===== src/rtl/sha3_pkg.sv =====
package sha3_pkg;
  localparam int unsigned INSN_W = 32;
  localparam int unsigned REG_AW = 5;
  localparam int unsigned ROT_W  = 6;

  typedef enum logic [1:0] {
    OP_XOR3  = 2'd0,
    OP_BCLR  = 2'd1,
    OP_XROT  = 2'd2,
    OP_RLXOR = 2'd3
  } sha3_op_e;

  typedef struct packed {
    logic              known;
    sha3_op_e          op;
    logic [REG_AW-1:0] src_a;
    logic [REG_AW-1:0] src_b;
    logic [REG_AW-1:0] src_c;
    logic [REG_AW-1:0] dst;
    logic [ROT_W-1:0]  rot;
  } sha3_dec_t;
endpackage


===== src/rtl/sha3_decode.sv =====
module sha3_decode
  import sha3_pkg::*;
(
  input  logic [INSN_W-1:0] insn,
  output sha3_dec_t         dec
);
  logic grp4, grpx, grp3;

  always_comb begin
    grp4 = (insn & 32'hFF80_8000) == 32'hCE00_0000;
    grpx = (insn & 32'hFFE0_0000) == 32'hCE80_0000;
    grp3 = (insn & 32'hFFE0_B000) == 32'hCE60_8000;

    dec.src_a = insn[9:5];
    dec.src_b = insn[20:16];
    dec.src_c = insn[14:10];
    dec.dst   = insn[4:0];
    dec.rot   = insn[15:10];
    dec.op    = OP_XOR3;
    dec.known = 1'b0;

    if (grp4) begin
      if (insn[22:21] == 2'd0) begin
        dec.op    = OP_XOR3;
        dec.known = 1'b1;
      end else if (insn[22:21] == 2'd1) begin
        dec.op    = OP_BCLR;
        dec.known = 1'b1;
      end
    end else if (grpx) begin
      dec.op    = OP_XROT;
      dec.known = 1'b1;
    end else if (grp3) begin
      if (!insn[14] && insn[11:10] == 2'd3) begin
        dec.op    = OP_RLXOR;
        dec.known = 1'b1;
      end
    end
  end
endmodule


===== src/rtl/sha3_lane.sv =====
module sha3_lane
  import sha3_pkg::*;
#(
  parameter int unsigned LANE_W = 64,
  parameter int unsigned RW     = 6
) (
  input  sha3_op_e          op,
  input  logic [RW-1:0]     rot,
  input  logic [LANE_W-1:0] a,
  input  logic [LANE_W-1:0] b,
  input  logic [LANE_W-1:0] c,
  output logic [LANE_W-1:0] y
);
  logic [LANE_W-1:0]   mix;
  logic [2*LANE_W-1:0] dbl;
  logic [LANE_W-1:0]   b_rl1;

  always_comb begin
    mix   = a ^ b;
    dbl   = {mix, mix} >> rot;
    b_rl1 = {b[LANE_W-2:0], b[LANE_W-1]};
    unique case (op)
      OP_XOR3:  y = mix ^ c;
      OP_BCLR:  y = a ^ (b & ~c);
      OP_XROT:  y = dbl[LANE_W-1:0];
      OP_RLXOR: y = a ^ b_rl1;
      default:  y = '0;
    endcase
  end
endmodule


===== src/rtl/sha3_vec_unit.sv =====
module sha3_vec_unit
  import sha3_pkg::*;
#(
  parameter int unsigned LANES  = 2,
  parameter int unsigned LANE_W = 64
) (
  input  logic                      clk,
  input  logic                      rst_n,
  input  logic                      insn_valid,
  input  logic [31:0]               insn,
  input  logic                      feat_en,
  input  logic                      simd_en,
  output logic [4:0]                src_a_idx,
  output logic [4:0]                src_b_idx,
  output logic [4:0]                src_c_idx,
  input  logic [LANES*LANE_W-1:0]   src_a_data,
  input  logic [LANES*LANE_W-1:0]   src_b_data,
  input  logic [LANES*LANE_W-1:0]   src_c_data,
  output logic                      res_valid,
  output logic [LANES*LANE_W-1:0]   res_data,
  output logic [4:0]                res_dst,
  output logic                      undef_flag,
  output logic                      trap_flag
);
  localparam int unsigned VEC_W = LANES * LANE_W;

  sha3_dec_t        dec;
  logic [VEC_W-1:0] alu_y;
  logic             ok_nx, und_nx, trp_nx, data_en;

  sha3_decode u_dec (.insn(insn), .dec(dec));

  assign src_a_idx = dec.src_a;
  assign src_b_idx = dec.src_b;
  assign src_c_idx = dec.src_c;

  for (genvar g = 0; g < LANES; g++) begin : g_lane
    sha3_lane #(.LANE_W(LANE_W), .RW(ROT_W)) u_lane (
      .op (dec.op),
      .rot(dec.rot),
      .a  (src_a_data[g*LANE_W +: LANE_W]),
      .b  (src_b_data[g*LANE_W +: LANE_W]),
      .c  (src_c_data[g*LANE_W +: LANE_W]),
      .y  (alu_y[g*LANE_W +: LANE_W])
    );
  end

  always_comb begin
    und_nx  = insn_valid && (!dec.known || !feat_en);
    trp_nx  = insn_valid && dec.known && feat_en && !simd_en;
    ok_nx   = insn_valid && dec.known && feat_en && simd_en;
    data_en = ok_nx;
  end

  always_ff @(posedge clk or negedge rst_n) begin
    if (!rst_n) begin
      res_valid  <= 1'b0;
      undef_flag <= 1'b0;
      trap_flag  <= 1'b0;
    end else begin
      res_valid  <= ok_nx;
      undef_flag <= und_nx;
      trap_flag  <= trp_nx;
    end
  end

  always_ff @(posedge clk or negedge rst_n) begin
    if (!rst_n) begin
      res_data <= '0;
      res_dst  <= '0;
    end else if (data_en) begin
      res_data <= alu_y;
      res_dst  <= dec.dst;
    end
  end

  p_one_outcome_r9: assert property (@(posedge clk) disable iff (!rst_n)
    $onehot0({res_valid, undef_flag, trap_flag}));
  p_idle_quiet_r9: assert property (@(posedge clk) disable iff (!rst_n)
    !insn_valid |=> !res_valid && !undef_flag && !trap_flag);
  p_feat_off_r7: assert property (@(posedge clk) disable iff (!rst_n)
    insn_valid && !feat_en |=> undef_flag && !res_valid);
  p_access_off_r8: assert property (@(posedge clk) disable iff (!rst_n)
    insn_valid && feat_en && !simd_en |=> !res_valid);
  p_dst_hold_r9: assert property (@(posedge clk) disable iff (!rst_n)
    !res_valid |=> $stable(res_dst) || res_valid);
endmodule


===== config.mk =====
export PLATFORM = sky130hd
export DESIGN_NAME = sha3_vec_unit
export DESIGN_NICKNAME = d
export VERILOG_FILES = /design/src/rtl/sha3_pkg.sv /design/src/rtl/sha3_decode.sv /design/src/rtl/sha3_lane.sv /design/src/rtl/sha3_vec_unit.sv
export SDC_FILE = /design/constraint.sdc
export NUM_CORES = 1
export LEC_CHECK = 0
export BUFFER_PORTS_ARGS = -buffer_cell sky130_fd_sc_hd__buf_2
export CORE_AREA = 4 4 223 225
export DETAILED_ROUTE_END_ITERATION = 6
export DIE_AREA = 0 0 227 229
export GPL_TIMING_DRIVEN = 1
export PLACE_DENSITY = 0.78
export SETUP_SLACK_MARGIN = 0.2
export SKIP_LAST_GASP = 1
export SLEW_MARGIN = 20
export SYNTH_ARGS = -nofsm -noshare
export SYNTH_HDL_FRONTEND = slang
export SYNTH_SLANG_ARGS = --single-unit

===== constraint.sdc =====
create_clock -name clk -period 2 [get_ports clk]
set_clock_uncertainty 0.1 [all_clocks]
set_input_delay 0.1 -clock clk [delete_from_list [all_inputs] [get_ports clk]]
set_output_delay 0.1 -clock clk [all_outputs]
set_load 0.02 [all_outputs]

==> impl_metrics.tcl, run 1 <==
set metrics [dict create \
    htreeDepth 4 \
    grt_overflow 120 \
    yosys_warnings 0 \
    die_x_um 227 \
    ys_types 61 \
    syn-cell-area_mm2 0.0252 \
    dieHeight_um 229 \
    syn_avg_cell_area_um2 8.41 \
    ioPinCount 572 \
    gp_congestion 1.10 \
    cts-buffers-inserted 17 \
    placed_area_mm2 0.0364 \
    dp_slack_ps -860 \
    dp_hpwl_mm 107 \
    cts-root-buf "clkbuf_16" \
    firstError "[ERROR GRT-0232] Routing congestion too high. Check the congestion heatmap in the GUI." \
    rows 80 \
    clockBufferDepth 2 \
    synth-seq-cells 136 \
    worstEpCategory "sequential cell input" \
    synthCells 3001 \
    synth-async-reset-ratio_pct 100 \
    outcome "stopped before the end" \
    cts_num_sinks 136 \
    synth_fp_nets 3422 \
    haltStage "5_1_grt" \
    synth_edf_count 0 \
    grt_max_degree 52 \
    io_buffers 551 \
    ys_seq_area_share_pct 13.5 \
    grt-worst-endpoint "res_data[68]$_DFFE_PN0P_/D" \
    grt.total_usage_pct 80.6 \
    synth_ff_type "dfrtp_1" \
    initial_utilization_pct 53.1 \
]
[per-stage QoR]
stage	utilization, %	instances	setup TNS, ps
floorplan	-	3001	-4060
global placement	76.5	4908	-59860
detailed placement	76.5	4908	-62390
CTS	83.1	5024	0
[metal layers]
metal	track usage, %	overflow
met5	45.0	0
met4	80.3	47
met3	70.9	4
met2	93.6	68
met1	78.6	1
[cells by family after synthesis]
kind of cell           count (synthesis)  synth area share [%]
AND/OR/NAND/NOR                      942                  20.7
AO/OA/AOI/OAI                        831                  22.5
buffers and inverters                432                  7.41
multiplexers                         358                  25.4
XOR/XNOR                             302                  10.5
flip-flops                           136                  13.5
[cells in the mapped netlist, types with 46 or more instances]
cell type,instances,share of area (%)
nand3_1,261,5.2
xnor2_1,256,8.9
o21ai_0,250,5.0
mux4_2,225,20
clkbuf_1,197,2.9
o22ai_1,171,4.2
dfrtp_1,136,13
a211oi_1,135,4.0
nand2_1,134,2.0
nor2b_1,132,3.3
nor3_1,131,2.6
and3b_1,129,4.5
inv_1,129,1.9
mux2i_1,128,5.1
a221oi_1,92,3.2
nor2_1,88,1.3
buf_2,46,0.91
xor2_1,46,1.6
[timing repair]
action,4_1_cts
pin swaps,49
endpoints found under the hold margin,171
cloned,12
hold buffers,44
buffers inserted,29
gates resized for setup,259
setup endpoints to repair,126
==> inputs of run 2 (changes only) <==
- CORE_AREA: 4 4 223 225 -> unset
- CORE_MARGIN: unset -> 4
- CORE_UTILIZATION: unset -> 40
- DIE_AREA: 0 0 227 229 -> unset
- PLACE_DENSITY: 0.78 -> unset
- PLACE_DENSITY_LB_ADDON: unset -> 0.15
- SETUP_SLACK_MARGIN: 0.2 -> unset
==> run 2 against run 1 <==
Against the previous run: the flow now finishes, with violations (design-rule violations, negative setup slack); synthesized area unchanged; synthesized cell count did not move.
==> impl_metrics.tcl, run 2 <==
set metrics [dict create \
    hold_end "res_data[69]" \
    synth_top_area_share_pct 20.1 \
    crit_path_end_kind "flip-flop" \
    cts-root-buf "clkbuf_16" \
    synth_fp_nets 3422 \
    clkLatencyLatePin_ps 500 \
    critical_path_class "in -> reg" \
    grt_overflow 0 \
    cts_tree "done" \
    dieHeight_um 259 \
    largestRegisters "res_data x128, res_dst x5" \
    synth-async-reset-ratio_pct 100 \
    violations "design-rule violations, negative setup slack" \
    gp_congestion 1.05 \
    clockBufferDepth 2 \
    grt_pass1_wl_mm 217 \
    dp_slack_ps -1230 \
    required_ps 2290 \
    timing.rr.start "res_data[15]" \
    synth_most_common_cell "nand3_1" \
    min_period_ps 2050 \
    synth-seq-cells 136 \
    worst-r2r-cell-count 4 \
    yosysTopAreaCell "mux4_2" \
    dp_hpwl_mm 117 \
    start_kind "input pin" \
    yosys.area_share.simple_pct 20.7 \
    ant_nets 0 \
    synth_top_family_by_area "multiplexers" \
    layout-drive-gt1-share_pct 48.6 \
    syn_avg_cell_area_um2 8.41 \
    cp.arrival_ps 2330 \
    tns_ps -164 \
    hold_ws_ps 17.7 \
    post-route-period-util_pct 102 \
    synth_edf_count 0 \
    r2r-end "res_data[15]" \
    grt_max_degree 58 \
    first_pass_iters 7 \
    synthMuxAreaShare_pct 25.4 \
    rsz0062_at_grt "true" \
    hp-start "src_a_data[69]" \
    regToRegSetupSlack_ps 440 \
    first_iter_violations 4454 \
    wire_per_inst_um 29.1 \
    die_x_um 259 \
    synth-compound-area-share_pct 22.5 \
    drc 5 \
    cts_num_sinks 136 \
    yosys_warnings 0 \
    hold_depth 5 \
    largest_register_ffs 128 \
    grt_pass1_vias 33900 \
    final_cell_mix "buf_4 (1,024), buf_2 (543), nand3_1 (261), mux4_2 (225), xnor2_1 (223)" \
    relSlewSlack_pct 49.7 \
    ir_drop_v 0.000754 \
    setup_slack_ps -49.2 \
    synth_xor_area_share_pct 10.5 \
    hold_class "in -> reg" \
    finalHoldViolCount 0 \
    synth_area_leaders "mux4_2 (20%), dfrtp_1 (13%), xnor2_1 (8.9%)" \
    core_mm2 0.0621 \
    initial_utilization_pct 40.6 \
    ioPinCount 572 \
    cellLeakagePower_nw 16.7 \
    stdcell_area_mm2 0.0395 \
    top_register "res_data" \
    outcome "finished, violations left" \
    rows 91 \
    setup-violations-final 7 \
    die_area_mm2 0.0671 \
    syn-cell-area_mm2 0.0252 \
    finish.utilization_pct 63.7 \
    io_buffers 551 \
    final_net_count 4842 \
    cap_violations 0 \
    vias 34700 \
    slew_violations 0 \
    cp-startpoint "insn[10]" \
    viasPerCell 6.58 \
    fmax_mhz 488 \
    worst_slew_pin_slew_ps 749 \
    synthCells 3001 \
    cts-buffers-inserted 17 \
    clk_pin_slew_worst_paths_ps 80 \
    wl_mm 154 \
    syn2layout_area_growth_pct 56.7 \
    placed_area_mm2 0.0367 \
    htreeDepth 4 \
    powerDensity_mw_per_mm2 387 \
    layout_commonest_cell "buf_4" \
    cp_max_fo 13 \
    ys_seq_area_share_pct 13.5 \
    antenna_found_initial 8 \
    grt.total_usage_pct 42.8 \
    synth_commonest_cells "nand3_1 (261), xnor2_1 (256), o21ai_0 (250)" \
    ys_types 61 \
    synth_ff_type "dfrtp_1" \
    synth_fa_ha_area_share_pct 0 \
]
[run 2: cell counts after synthesis]
Identical to the previous run, type by type.
[run 2: stage by stage]
step	cells	total power, mW
CTS	5222	14.8
floorplan	3001	6.89
detailed placement	5138	11.1
finish	5276	15.3
global placement	5137	11.1
global route	5273	15.7
[run 2: critical path, stage by stage]
cell       delay [ps]
clkbuf_16         190
buf_8             180
buf_4             160
mux4_2            530
buf_4             170
o22ai_1            60
or2_2             380
a221oi_2          450
nand2_1           100
[run 2: kinds of logic after synthesis]
| kind of cell | Yosys count |
|---|---|
| AND/OR/NAND/NOR | 942 |
| AO/OA/AOI/OAI | 831 |
| multiplexers | 358 |
| XOR/XNOR | 302 |
| buffers and inverters | 432 |
| flip-flops | 136 |
[run 2: how the worst max path moves through the flow]
stage	endpoint	cells after the start
finish	res_data[52]	9
global route	res_data[65]	11
CTS	res_data[15]	12
detailed placement	res_data[15]	11
global placement	res_data[82]	8
floorplan	res_data[49]	9
[run 2: power breakdown]
group	switching, mW	leakage [nW]	total (mW)	internal, mW
sequential	0.0173	1.23	2.78	2.76
clock	1.75	0.267	3.52	1.77
combinational	4.62	15.2	9.02	4.40
[run 2: layout make-up]
class / count / area (µm²)
Fill cell: 5212 / 22500
Multi-Input combinational cell: 2433 / 21200
Timing Repair Buffer: 1704 / 12800
Sequential cell: 136 / 3400
Tap cell: 837 / 1050
Inverter: 129 / 484
Clock buffer: 18 / 439
Clock inverter: 14 / 138
Antenna cell: 5 / 12.5
[run 2: what timing repair did]
item | 4_1_cts | 5_1_grt
endpoints found under the setup margin | 74 | 111
hold buffers | 31 | 0
pin swaps | 9 | 27
gates resized for setup | 80 | 145
hold endpoints to repair | 109 | 0
buffers inserted | 17 | 45
cloned | 4 | 6
[run 2: layer usage]
layer | vias up | track usage (%) | wire length (µm)
li1 | 14500 | - | -
met1 | 16900 | 50.5 | 52800
met2 | 2614 | 70.0 | 70300
met3 | 728 | 8.18 | 15700
met4 | 6 | 31.0 | 14700
met5 | - | 0 | 37
No activity file was read; power rests on OpenSTA's default activity.
